$ cat src/rtl/sadd_pkg.sv
package sadd_pkg;

    typedef enum logic [0:0] {
        PH_IDLE = 1'b0,
        PH_RUN  = 1'b1
    } phase_e;

endpackage

$ cat src/rtl/sadd_slice.sv
// Combinational slice adder: W-bit sum with carry in and carry out.
module sadd_slice #(
    parameter int W = 8
) (
    input  logic [W-1:0] a_i,
    input  logic [W-1:0] b_i,
    input  logic         c_i,
    output logic [W-1:0] s_o,
    output logic         c_o
);

    logic [W:0] full;

    assign full = {1'b0, a_i} + {1'b0, b_i} + {{W{1'b0}}, c_i};
    assign s_o  = full[W-1:0];
    assign c_o  = full[W];

endmodule

$ cat src/rtl/sadd_pick.sv
// Selects one SLICE_W-wide section of a TOTAL_W vector by index.
module sadd_pick #(
    parameter int TOTAL_W = 32,
    parameter int SLICE_W = 8,
    parameter int IDX_W   = 2
) (
    input  logic [TOTAL_W-1:0] vec_i,
    input  logic [IDX_W-1:0]   idx_i,
    output logic [SLICE_W-1:0] slice_o
);

    localparam int NSLICE = TOTAL_W / SLICE_W;

    logic [SLICE_W-1:0] parts [NSLICE];

    for (genvar g = 0; g < NSLICE; g++) begin : g_part
        assign parts[g] = vec_i[g*SLICE_W +: SLICE_W];
    end

    assign slice_o = parts[idx_i];

endmodule

$ cat src/rtl/serial_adder.sv
// Digit-serial adder: one SLICE_W adder reused TOTAL_W/SLICE_W times.
module serial_adder #(
    parameter int TOTAL_W = 32,
    parameter int SLICE_W = 8
) (
    input  logic               clk,
    input  logic               rst_n,
    input  logic               start_i,
    input  logic [TOTAL_W-1:0] a_i,
    input  logic [TOTAL_W-1:0] b_i,
    input  logic               carry_i,
    output logic               busy_o,
    output logic               done_o,
    output logic [TOTAL_W-1:0] sum_o,
    output logic               carry_o
);

    import sadd_pkg::*;

    localparam int NSLICE = TOTAL_W / SLICE_W;
    localparam int IDX_W  = (NSLICE > 1) ? $clog2(NSLICE) : 1;
    localparam logic [IDX_W-1:0] LAST_IDX = IDX_W'(NSLICE - 1);

    if (SLICE_W < 1 || (TOTAL_W % SLICE_W) != 0) begin : g_bad_width
        $error("serial_adder: TOTAL_W must be a whole multiple of SLICE_W");
    end

    typedef struct packed {
        phase_e             phase;
        logic [IDX_W-1:0]   idx;
        logic               carry;
        logic [TOTAL_W-1:0] a;
        logic [TOTAL_W-1:0] b;
        logic [TOTAL_W-1:0] sum;
        logic               cout;
        logic               done;
    } state_t;

    state_t st_d, st_q;

    logic [SLICE_W-1:0] a_sl_d, b_sl_d, s_sl_d;
    logic               c_sl_d;

    sadd_pick #(.TOTAL_W(TOTAL_W), .SLICE_W(SLICE_W), .IDX_W(IDX_W)) u_pick_a (
        .vec_i   (st_q.a),
        .idx_i   (st_q.idx),
        .slice_o (a_sl_d)
    );

    sadd_pick #(.TOTAL_W(TOTAL_W), .SLICE_W(SLICE_W), .IDX_W(IDX_W)) u_pick_b (
        .vec_i   (st_q.b),
        .idx_i   (st_q.idx),
        .slice_o (b_sl_d)
    );

    sadd_slice #(.W(SLICE_W)) u_slice (
        .a_i (a_sl_d),
        .b_i (b_sl_d),
        .c_i (st_q.carry),
        .s_o (s_sl_d),
        .c_o (c_sl_d)
    );

    always_comb begin
        st_d      = st_q;
        st_d.done = 1'b0;
        unique case (st_q.phase)
            PH_IDLE: begin
                if (start_i) begin
                    st_d.phase = PH_RUN;
                    st_d.idx   = '0;
                    st_d.carry = carry_i;
                    st_d.a     = a_i;
                    st_d.b     = b_i;
                end
            end
            PH_RUN: begin
                st_d.sum[st_q.idx*SLICE_W +: SLICE_W] = s_sl_d;
                st_d.carry = c_sl_d;
                if (st_q.idx == LAST_IDX) begin
                    st_d.phase = PH_IDLE;
                    st_d.done  = 1'b1;
                    st_d.cout  = c_sl_d;
                end else begin
                    st_d.idx = st_q.idx + 1'b1;
                end
            end
            default: st_d.phase = PH_IDLE;
        endcase
    end

    always_ff @(posedge clk or negedge rst_n) begin
        if (!rst_n) begin
            st_q <= '{phase: PH_IDLE, default: '0};
        end else begin
            st_q <= st_d;
        end
    end

    assign busy_o  = (st_q.phase == PH_RUN);
    assign done_o  = st_q.done;
    assign sum_o   = st_q.sum;
    assign carry_o = st_q.cout;

endmodule

$ cat config.mk
export PLATFORM = sky130hd
export DESIGN_NAME = serial_adder
export DESIGN_NICKNAME = d
export VERILOG_FILES = /design/src/rtl/sadd_pkg.sv /design/src/rtl/sadd_slice.sv /design/src/rtl/sadd_pick.sv /design/src/rtl/serial_adder.sv
export SDC_FILE = /design/constraint.sdc
export NUM_CORES = 1
export LEC_CHECK = 0
export BUFFER_PORTS_ARGS = -buffer_cell sky130_fd_sc_hd__buf_4
export CORE_MARGIN = 2
export CORE_UTILIZATION = 50
export DETAILED_ROUTE_END_ITERATION = 10
export GPL_ROUTABILITY_DRIVEN = 1
export HOLD_SLACK_MARGIN = 0.02
export PLACE_DENSITY_LB_ADDON = 0.05
export SLEW_MARGIN = 20
export SYNTH_ARGS = -nofsm -noshare
export SYNTH_HDL_FRONTEND = slang
export SYNTH_SLANG_ARGS = --single-unit
$ cat constraint.sdc
create_clock -name clk -period 4.38 [get_ports clk]
set_clock_uncertainty 0.15 [all_clocks]
set_input_delay 0.438 -clock clk [delete_from_list [all_inputs] [get_ports clk]]
set_output_delay 0.438 -clock clk [all_outputs]
set_load 0.01 [all_outputs]
---- Word level (Yosys, flattened, before mapping) ----
Index checks and enable logic that the tools add are counted.
cells by class
  add/subtract/negate cells ............... 4
  order comparisons ....................... 1
  reductions and logical operators ........ 3
  multiplexer cells ....................... 13
  bitwise logic cells ..................... 2
  shift operators ......................... 2
  equality and inequality tests ........... 3
operators by type and width
  kind                     count
  $mux 68                  1
  $neg 5->34               1
  $shift 8x34->32 const A  1
  $shiftx 8x34->32         1
  $bmux 8 s2               2
  $bwmux 32                1
  $mux 8                   4
  $add 8x8->9              1
  $add 9x1->9              1
  $pmux 4 s2               1
  $reduce_and 2->1         3
  $ne 2x2->1 const B       2
  $ge 3x3->1 const B       1
  $mux 1                   3
  $not 2->3                1
  $add 2x1->2 const B      1
  $eq 2x2->1 const B       1
  $mux 2                   1
  $not 1->1                1
storage, ports and cells
  input port bits ......................... 68
  register bits ........................... 102

---- Logic depth before layout (Yosys ltp) ----
Gate-level depths: netlist (run 1).
  word-level depth ........................ 8
  gate-level depth with buffers ........... 8

---- Hierarchy ----
Synthesis (run 1) repeated with hierarchy kept, for this count alone.
unflattened totals
  cell total of the unflattened synthesis .. 348
  area total of the unflattened synthesis .. 4884.7 µm²
by module, submodules not included
  module        instances  cells an instance  area each (µm²)  seq. area each (µm²)
  serial_adder  1          286                4160.2           2552.4
  sadd_pick     2          10                 196.4            0.0
  sadd_slice    1          42                 331.6            0.0

---- Least setup slack after synthesis (run 1) ----
No wires, ideal clock.
  path kind ............................... register -> register
  start ................................... register st_q[99] (netlist name)
  end ..................................... register st_q (netlist bit sum_o[30])
  buffers on the path ..................... 1
  cell stages (with the launch flop) ...... 9
  setup time .............................. 67 ps
  path slack .............................. 1266 ps
  arrival ................................. 2898 ps
  cells stage by stage .................... dfrtp_1 -> buf_6 -> mux4_2 -> fa_1 -> fa_1 -> a211oi_1 -> o21ai_1 -> a211oi_2 -> a22o_1
between the ends
  longest elaborated chain between the ends .. 8
  elaborated cells between the ends (all ways) .. 13
ends and longest elaborated chain
  item                                        line                RTL
  start: declaration                          serial_adder.sv:39  state_t st_d, st_q;
  start signal: assignment                    serial_adder.sv:96  st_q <= st_d;
  $not 2->3 (not written as such)             sadd_pick.sv:20     assign slice_o = parts[idx_i];
  $bmux 8 s2                                  sadd_pick.sv:20
  $mux 8 (not written as such) (2 in series)  sadd_pick.sv:20
  $add 8x8->9                                 sadd_slice.sv:14    assign full = {1'b0, a_i} + {1'b0, b_i} + {{W{1'b0}}, c_i};
  $add 9x1->9                                 sadd_slice.sv:14
  $shiftx 8x34->32                            serial_adder.sv:78  st_d.sum[st_q.idx*SLICE_W +: SLICE_W] = s_sl_d;
  $bwmux 32 (*)                               serial_adder.sv:78
Every way passes the cells marked *; elsewhere a longest branch is shown, timed or not. The select of a mux whose other input is x is not followed.
A chain may end at the register's enable or synchronous reset.

---- Worst setup path after layout (run 1) ----
  start ................................... register st_q[99] (netlist name)
  end ..................................... register st_q (netlist bit sum_o[6])
Same word-level chain as after synthesis.

==> results.toml, run 1 <==
[synth]
synthesis.area_per_instance_sq_um = 14.3
netlist_area_sq_um = 4870
synth_nets = 423
synth_compound_area_frac = 0.0901
async_flop_share = 1.00
syn_inst = 341
yosys-top-cells-area = "sky130_fd_sc_hd__dfrtp_1 (52%), sky130_fd_sc_hd__mux2_2 (15%), sky130_fd_sc_hd__mux4_2 (7.4%)"
synth-main-ff-cell = "sky130_fd_sc_hd__dfrtp_1"
synth_top_family_by_area = "multiplexers"
yosys_register_bits = 102
synth_seq_area_share = 0.524
area_share_of_and_or_nand_nor_cells_after_synthesis = 0.0442
synth_xor_xnor_area_share = 0.00539
yosys.area_share.adder = 0.0390
synth_cell_type_count = 39
yosysWarnings = 0
synth_top_area_frac = 0.524
synth_edf_count = 0
synth_mux_area_frac = 0.226
synth_largest_area_cell = "sky130_fd_sc_hd__dfrtp_1"

[worst_setup_path]
rrSetupSlack_ps = 1020
critical_path.max_fanout = 10
startpoint_type = "flip-flop"
critPathArrivalTime_ps = 3510
worstPathRequired_ps = 4530
timing.critical_path.to_type = "flip-flop"
crit_type = "flip-flop to flip-flop"

[job]
drv_cap = 0

[global_routing]
antenna_found_initial = 0
grt_pass1_wl_microns = 15300
grt_remaining_overflow = 0
via_count_of_the_first_global_routing_pass = 3013
track_usage = 0.193
grt_max_degree = 70

[run_status]
run_status = "complete, no violations"

[layout]
final-seq-area_sq_um = 2550
nFillCells = 802
area_of_all_placed_cells_without_fillers_sq_um = 5760
finalCoreUtilization = 0.601
final_cell_mix = "sky130_fd_sc_hd__buf_4 (106), sky130_fd_sc_hd__dfrtp_1 (102), sky130_fd_sc_hd__mux2_2 (64), sky130_fd_sc_hd__a22o_1 (28), sky130_fd_sc_hd__mux4_2 (16)"
layout.nets = 495
multi_input_comb_area_sq_um = 1980
drive_above_1_share = 0.513
finish.cell_count_without_fillers = 550
layout_commonest_cell = "sky130_fd_sc_hd__buf_4"
antenna_cells_inserted = 0
layout-area-overhead-vs-synth_pct = 18.3

[die]
chipWidth_microns = 103
dieHeight_microns = 103
core.rowCount = 36
die_area_sq_um = 10600
floorplan.initialDensity = 0.508
boundaryPins = 103
coreArea_sq_um = 9590

[min_path]
holdCritPathClass = "primary input to async pin"

[sta]
worst_pin_slew_ps = 856
fmax_ghz = 0.297
setup_viol = 0
max_slew_margin = 0.429
fin_tns_setup_ps = 0
layout_min_cycle_time_ps = 3360
finalMaxSlewViolations = 0
rsz_0062_raised_after_global_routing = "no"
finalHoldWorstSlack_ps = 17.4
hold_viol = 0
finalCritPeriodShare = 0.768

[cts]
clkSlewWorstSetupHoldPaths_ps = 100
cts_num_sinks = 102
cts_resized = 0
clk_path_buf_depth = 2
post_cts.repair.setup_buffers = 0
numCtsBuffers = 9
cts_hold_repair.buffers = 0
cts_tree = "yes"
clkLatencyLatePin_ps = 370
root_buffer = "sky130_fd_sc_hd__clkbuf_8"
cts_max_level = 3

[placement]
placed_insts = 535
dp.final_hpwl_microns = 6970
portBuffers = 102
placedInstanceArea_sq_um = 5530
routabilityCongestion = 0.868

[route]
dr.first_iter.drc_count = 72
detailedRoute.firstPassIterationCount = 4
drt_drc_violations_left = 0
dr_total_vias = 2918
final_antenna_net_count = 0
dr_wl_met2_microns = 4630
routed_wirelength_microns = 9640
met1_length_microns = 4360
avgViaCountPerCell = 5.31
highest_layer = "met4"
met3WireLength_microns = 509
routedWlPerCell_microns = 17.5

[power]
vdd.ir_drop.worst_v = 0.000351
total_leakage_power_nw = 2.64
powerDensity_nw_per_um2 = 892
[cells in the mapped netlist, types with 2 or more instances]
master	count
sky130_fd_sc_hd__o21a_1	2
sky130_fd_sc_hd__buf_4	34
sky130_fd_sc_hd__a21o_1	2
sky130_fd_sc_hd__mux4_2	16
sky130_fd_sc_hd__ha_1	12
sky130_fd_sc_hd__nor2_1	4
sky130_fd_sc_hd__a22o_1	28
sky130_fd_sc_hd__o31ai_1	3
sky130_fd_sc_hd__nand2b_1	2
sky130_fd_sc_hd__nor4_4	3
sky130_fd_sc_hd__mux2_2	64
sky130_fd_sc_hd__inv_1	4
sky130_fd_sc_hd__buf_2	8
sky130_fd_sc_hd__a211oi_2	2
sky130_fd_sc_hd__o21ai_0	6
sky130_fd_sc_hd__o21ai_1	2
sky130_fd_sc_hd__nand2_1	11
sky130_fd_sc_hd__xnor2_1	2
sky130_fd_sc_hd__a21oi_1	7
sky130_fd_sc_hd__dfrtp_1	102
sky130_fd_sc_hd__nor3_1	2
sky130_fd_sc_hd__o211ai_1	2
sky130_fd_sc_hd__fa_1	2
sky130_fd_sc_hd__mux2i_1	2
sky130_fd_sc_hd__inv_2	5
[state kept, by name (all words and copies together) (netlist names)]
| signal | cells |
|---|---|
| busy_o | 1 |
| carry_o | 1 |
| done_o | 1 |
| st_q | 67 |
| sum_o | 32 |
[area by class of cell]
cell class / instances / area share
Clock buffer: 10 / 0.0221
Sequential cell: 102 / 0.443
Clock inverter: 5 / 0.0187
Tap cell: 133 / 0.0289
Timing Repair Buffer: 106 / 0.138
Inverter: 9 / 0.00586
Multi-Input combinational cell: 185 / 0.343
[routing by layer]
metal  vias up  track usage
met5         -            0
met4         0       0.0677
met3         9       0.0475
met2        72        0.319
met1      1471        0.251
li1       1366            -
[cells by family (layout without fill, tap and decap cells)]
| family | Yosys count | in the layout |
|---|---|---|
| flops | 102 | 102 |
| mux | 82 | 82 |
| fa+ha+maj | 14 | 14 |
| xor+xnor | 3 | 3 |
| simple gates | 29 | 29 |
| buf+inv | 54 | 130 |
| compound gates | 57 | 57 |
[report_power, final]
| part | total (mW) | switching, mW | internal (mW) | leakage [nW] |
|---|---|---|---|---|
| sequential | 1.64 | 0.263 | 1.38 | 1.27 |
| combinational | 2.80 | 1.48 | 1.32 | 1.25 |
| clock | 0.701 | 0.321 | 0.380 | 0.117 |
| total | 5.14 | 2.06 | 3.08 | 2.64 |
[path summary, 6_finish.rpt]
check / endpoint / cells past startpoint / from
min: sum_o[16] / 1 / rst_n
max in group asynchronous: st_q[56] / 2 / rst_n
min in group clk: st_q[55] / 2 / b_i[21]
min reg2reg: sum_o[7] / 2 / sum_o[7]
max: sum_o[6] / 7 / st_q[99]
max reg2reg: sum_o[6] / 7 / st_q[99]
[worst max-delay path: stages, from the launching register on]
cell                       delay (ps)
sky130_fd_sc_hd__dfrtp_1          660
sky130_fd_sc_hd__mux4_2           600
sky130_fd_sc_hd__fa_1             480
sky130_fd_sc_hd__fa_1             450
sky130_fd_sc_hd__a211oi_1         320
sky130_fd_sc_hd__o21ai_1          150
sky130_fd_sc_hd__a211oi_2         310
sky130_fd_sc_hd__a22o_1           180
[per-stage QoR]
| step | setup WS, ps | total power, mW |
|---|---|---|
| after floorplan | 1270 | 3.80 |
| after global placement | 1100 | 4.41 |
| after detailed placement | 986 | 4.48 |
| after CTS | 978 | 5.19 |
| after global routing | 793 | 5.54 |
| final | 1020 | 5.14 |
Power figures use the tool's default switching activity.
==> run 2, diff against run 1 <==
- clock period: 4.38 -> 3.4 ns (I/O delays scaled with it)
==> run 2 against run 1 <==
- sequential share of layout area unchanged
- final area unchanged
- sequential power increased by 29%
- die area unchanged
- worst hold slack improved by 41 ps
- combinational power increased by 29%
- wire length decreased by 1.8%
- sequential cell count unchanged
- register-to-register slack got worse by 710 ps
- critical path depth unchanged
- critical path type unchanged
==> results.toml, run 2 (same netlist as run 1, synthesis figures left out) <==
[sta]
fmax_ghz = 0.323
fin_tns_setup_ps = 0
layout_min_cycle_time_ps = 3100
setup_viol = 0
finalMaxSlewViolations = 0
worst_slack_ps = 301
worst_pin_slew_ps = 806
rsz_0062_raised_after_global_routing = "no"
finalCritPeriodShare = 0.911
max_slew_margin = 0.463
hold_viol = 0

[route]
routedWlPerCell_microns = 17.1
dr.first_iter.drc_count = 47
detailedRoute.firstPassIterationCount = 4
dr_total_vias = 2939
final_antenna_net_count = 0
avgViaCountPerCell = 5.31
routed_wirelength_microns = 9460
drt_drc_violations_left = 0

[placement]
portBuffers = 102
post-place-ws_ps = 296
dp.final_hpwl_microns = 7110
placedInstanceArea_sq_um = 5540
routabilityCongestion = 0.846

[die]
chipWidth_microns = 103
core.rowCount = 36
die_area_sq_um = 10600
boundaryPins = 103
coreArea_sq_um = 9590
dieHeight_microns = 103
floorplan.initialDensity = 0.508

[global_routing]
antenna_found_initial = 0
grt_pass1_wl_microns = 15500
via_count_of_the_first_global_routing_pass = 3079
globalRouteMet1Util = 0.267
track_usage = 0.194
grt_max_degree = 65
gr-max-usage-layer = "met2"
groute.layer.met2.usage = 0.297
grt.met3_usage = 0.0461
grt_remaining_overflow = 0

[cts]
cts_num_sinks = 102
clkSlewWorstSetupHoldPaths_ps = 100
numCtsBuffers = 9
post_cts.repair.setup_buffers = 0
clk_path_buf_depth = 2
cts_resized = 0
root_buffer = "sky130_fd_sc_hd__clkbuf_8"
cts_hold_repair.buffers = 1
cts_max_level = 3
cts_tree = "yes"
clkLatencyLatePin_ps = 350

[power]
vdd.ir_drop.worst_v = 0.000438
total_power_mw = 6.51
total_leakage_power_nw = 2.64
powerDensity_nw_per_um2 = 1130

[layout]
drive_above_1_share = 0.515
largest_register = "st_q"
largest_reg_flops = 67
area_of_all_placed_cells_without_fillers_sq_um = 5760
antenna_cells_inserted = 0
final_cell_mix = "sky130_fd_sc_hd__buf_4 (108), sky130_fd_sc_hd__dfrtp_1 (102), sky130_fd_sc_hd__mux2_2 (64), sky130_fd_sc_hd__a22o_1 (28), sky130_fd_sc_hd__mux4_2 (16)"
finalCoreUtilization = 0.601
layout-area-overhead-vs-synth_pct = 18.3
layout.nets = 498
layout_commonest_cell = "sky130_fd_sc_hd__buf_4"

[worst_setup_path]
worstPathRequired_ps = 3540
critical_path.max_fanout = 4
worst_r2r_path_depth = 7
timing.critical_path.to_type = "flip-flop"
crit_type = "flip-flop to flip-flop"
critPathArrivalTime_ps = 3240
startpoint_type = "flip-flop"

[job]
drv_cap = 0

[run_status]
run_status = "complete, no violations"

[min_path]
whs_path_depth = 2
holdCritPathClass = "primary input to flip-flop"
run 2: changes by cell type in the layout (fill, tap and decap cells not counted):
cell / delta
sky130_fd_sc_hd__buf_4: +2
sky130_fd_sc_hd__bufinv_16: -2
sky130_fd_sc_hd__clkbuf_8: +2
sky130_fd_sc_hd__clkinv_4: +1
sky130_fd_sc_hd__clkinvlp_4: +1
sky130_fd_sc_hd__dlygate4sd3_1: +1
sky130_fd_sc_hd__inv_6: -1
run 2: final timing paths:
check / start / slack, ps / end
worst max-delay path: st_q[99] / 300 / sum_o[14]
worst min-delay path: a_i[14] / 60 / st_q[80]
worst max register to register: st_q[99] / 300 / sum_o[14]
worst min register to register: sum_o[15] / 360 / sum_o[15]
max in group asynchronous: rst_n / 1770 / st_q[98]
min in group asynchronous: rst_n / 380 / sum_o[17]
run 2: cell type report:
cell class / instances / area (sq um)
clock inverters: 4 / 55.1
fillers: 772 / 3830
multi-input cells: 185 / 1980
repair buffers: 109 / 821
flip-flops and latches: 102 / 2550
clock buffers: 12 / 155
inverters: 9 / 33.8
well taps: 133 / 166
run 2: per-stage QoR:
step	cells	hold WS (ps)
2_1_floorplan	341	-106
3_3_place_gp	537	253
3_5_place_dp	537	248
4_1_cts	554	38.5
5_1_grt	554	32.7
6_report	554	58.0
run 2: worst max-delay path: stages (launching register included):
cell and delay [ps]:
sky130_fd_sc_hd__dfrtp_1 440, sky130_fd_sc_hd__mux4_2 540, sky130_fd_sc_hd__fa_1 470, sky130_fd_sc_hd__fa_1 450, sky130_fd_sc_hd__a211oi_1 320, sky130_fd_sc_hd__o21ai_1 150
sky130_fd_sc_hd__a211oi_2 330, sky130_fd_sc_hd__a22o_1 190
run 2: per-layer routing:
layer	vias to the layer above	routed length [microns]
met3	18	471
met2	78	4430
met5	-	0
li1	1379	-
met4	0	236
met1	1464	4320
run 2: power breakdown:
part	internal, mW	total [mW]	switching, mW	leakage [nW]
clock	0.384	0.786	0.402	0.103
sequential	1.78	2.11	0.334	1.27
combinational	1.71	3.62	1.90	1.27
total	3.88	6.51	2.64	2.64
==> run 3, diff against run 2 <==
- CORE_UTILIZATION: 50 -> 40
- clock period: 3.4 -> 3.1 ns (I/O delays scaled with it)
==> run 3 against run 2 <==
- sequential power up 10%
- maximum frequency up 7.6%
- global-route usage fell by 2.7 points
- final cell count increased by 2.7%
- worst hold slack got worse by 13 ps
- sequential share of layout area is 1.0 points lower
- setup slack got worse by 81 ps
- final area up 2.4%
- wire length is 7.4% higher
- via count increased by 0.82%
- largest cell class unchanged
==> results.toml, run 3 (same netlist as run 1, synthesis figures left out) <==
[sta]
worst_pin_slew_ps = 618
finalCritPeriodShare = 0.929
layout_min_cycle_time_ps = 2880
hold_viol = 0
finalMaxSlewViolations = 0
max_slew_margin = 0.585
rsz_0062_raised_after_global_routing = "no"
fin_tns_setup_ps = 0
setup_viol = 0
fmax_ghz = 0.347

[placement]
portBuffers = 102
dp.final_hpwl_microns = 7460
routabilityCongestion = 0.721

[cts]
clkLatencyLatePin_ps = 340
cts_max_level = 3
root_buffer = "sky130_fd_sc_hd__clkbuf_16"
clk_path_buf_depth = 2
numCtsBuffers = 9
cts_tree = "yes"
cts_num_sinks = 102
clkSlewWorstSetupHoldPaths_ps = 70

[die]
die_area_sq_um = 13100
core.rowCount = 40
floorplan.initialDensity = 0.407
coreArea_sq_um = 12000
boundaryPins = 103
dieHeight_microns = 114
chipWidth_microns = 114

[layout]
layout.nets = 499
final_cell_mix = "sky130_fd_sc_hd__buf_4 (106), sky130_fd_sc_hd__dfrtp_1 (101), sky130_fd_sc_hd__mux2_2 (64), sky130_fd_sc_hd__a22o_1 (28), sky130_fd_sc_hd__mux4_2 (16)"
layout_commonest_cell = "sky130_fd_sc_hd__buf_4"
largest_reg_flops = 67
largest_register = "st_q"
layout-area-overhead-vs-synth_pct = 21.1
drive_above_1_share = 0.526
antenna_cells_inserted = 0
nFillCells = 1051

[worst_setup_path]
critical-path-max-stage-delay_ps = 530
critPathArrivalTime_ps = 3010
timing.critical_path.to_type = "flip-flop"
rr_startpoint = "st_q[99]"
critPathSlowestCell = "sky130_fd_sc_hd__mux4_2"
worst_path_most_repeated_cell = "sky130_fd_sc_hd__a211oi_2"
critical_path.n_buffers_inverters = 1
startpoint_type = "flip-flop"
cp_cell_sequence = "mux4_2, fa_1, fa_2, a211oi_2, o21ai_1, a211oi_2, buf_4, a22o_1"
crit_path_launch = "st_q[99]"
crit_type = "flip-flop to flip-flop"
worstPathRequired_ps = 3230
rrSetupSlack_ps = 220
worst_r2r_path_depth = 8
critPathCapture = "sum_o[14]"
path_delay_family = "adder cells"
critical_path.max_fanout = 4
r2r_end = "sum_o[14]"
worstSetupPathDepth = 8

[power]
powerDensity_nw_per_um2 = 1270
vdd.ir_drop.worst_v = 0.000500
total_power_mw = 7.47
total_leakage_power_nw = 2.69

[global_routing]
track_usage = 0.167
grt_pass1_wl_microns = 16600
via_count_of_the_first_global_routing_pass = 3143
grt_remaining_overflow = 0
antenna_found_initial = 0
grt_max_degree = 65

[route]
avgViaCountPerCell = 5.21
routed_wirelength_microns = 10200
dr_total_vias = 2963
final_antenna_net_count = 0
drt_drc_violations_left = 0
dr.first_iter.drc_count = 120
routedWlPerCell_microns = 17.9
detailedRoute.firstPassIterationCount = 4

[run_status]
run_status = "complete, no violations"

[job]
drv_cap = 0

[min_path]
holdCritPathClass = "primary input to flip-flop"
-- run 3: worst min-delay path by stage --
stage / start / endpoint / slack (ps) / cells after the start
after global routing: b_i[21] / st_q[55] / 30 / 2
after CTS: a_i[26] / st_q[92] / 30 / 2
after floorplan: rst_n / busy_o / -140 / 0
final: a_i[26] / st_q[92] / 40 / 2
after detailed placement: rst_n / sum_o[1] / 200 / 1
after global placement: rst_n / sum_o[0] / 200 / 1
-- run 3: final cells by class --
class,instances,area [sq um],area share
timing repair buffer,110,857,0.145
inverter,9,33.8,0.00573
clock inverter,5,32.5,0.00551
clock buffer,11,253,0.0428
multi-input combinational,185,1990,0.337
sequential,102,2550,0.433
tap,147,184,0.0312
-- run 3: what timing repair did --
item,CTS,global route
hold buffers,1,0
endpoints found under the setup margin,0,6
buffers inserted,0,1
gates resized for setup,0,3
hold endpoints to repair,43,0
-- run 3: metrics by stage --
stage                     cells  cell area [sq um]  worst slack (ps)  hold WS, ps  utilization
final                       569               5900               220         44.7        0.493
after global routing        569               5900              64.2         33.5        0.493
after CTS                   568               5880              34.7         31.2        0.492
after detailed placement    551               5590              56.3          199        0.467
after global placement      551               5590               117          196        0.467
after floorplan             341               4870              40.9         -136            -
-- run 3: metal layers --
metal / vias up / wire length, microns / track usage
li1: 1386 / - / -
met1: 1472 / 4630 / 0.224
met2: 88 / 4770 / 0.265
met3: 17 / 622 / 0.0508
met4: 0 / 136 / 0.0455
met5: - / 0 / 0
-- run 3: report_power, final --
| part | internal [mW] | switching [mW] |
|---|---|---|
| Combinational | 1.98 | 2.08 |
| Sequential | 1.96 | 0.378 |
| Clock | 0.589 | 0.489 |
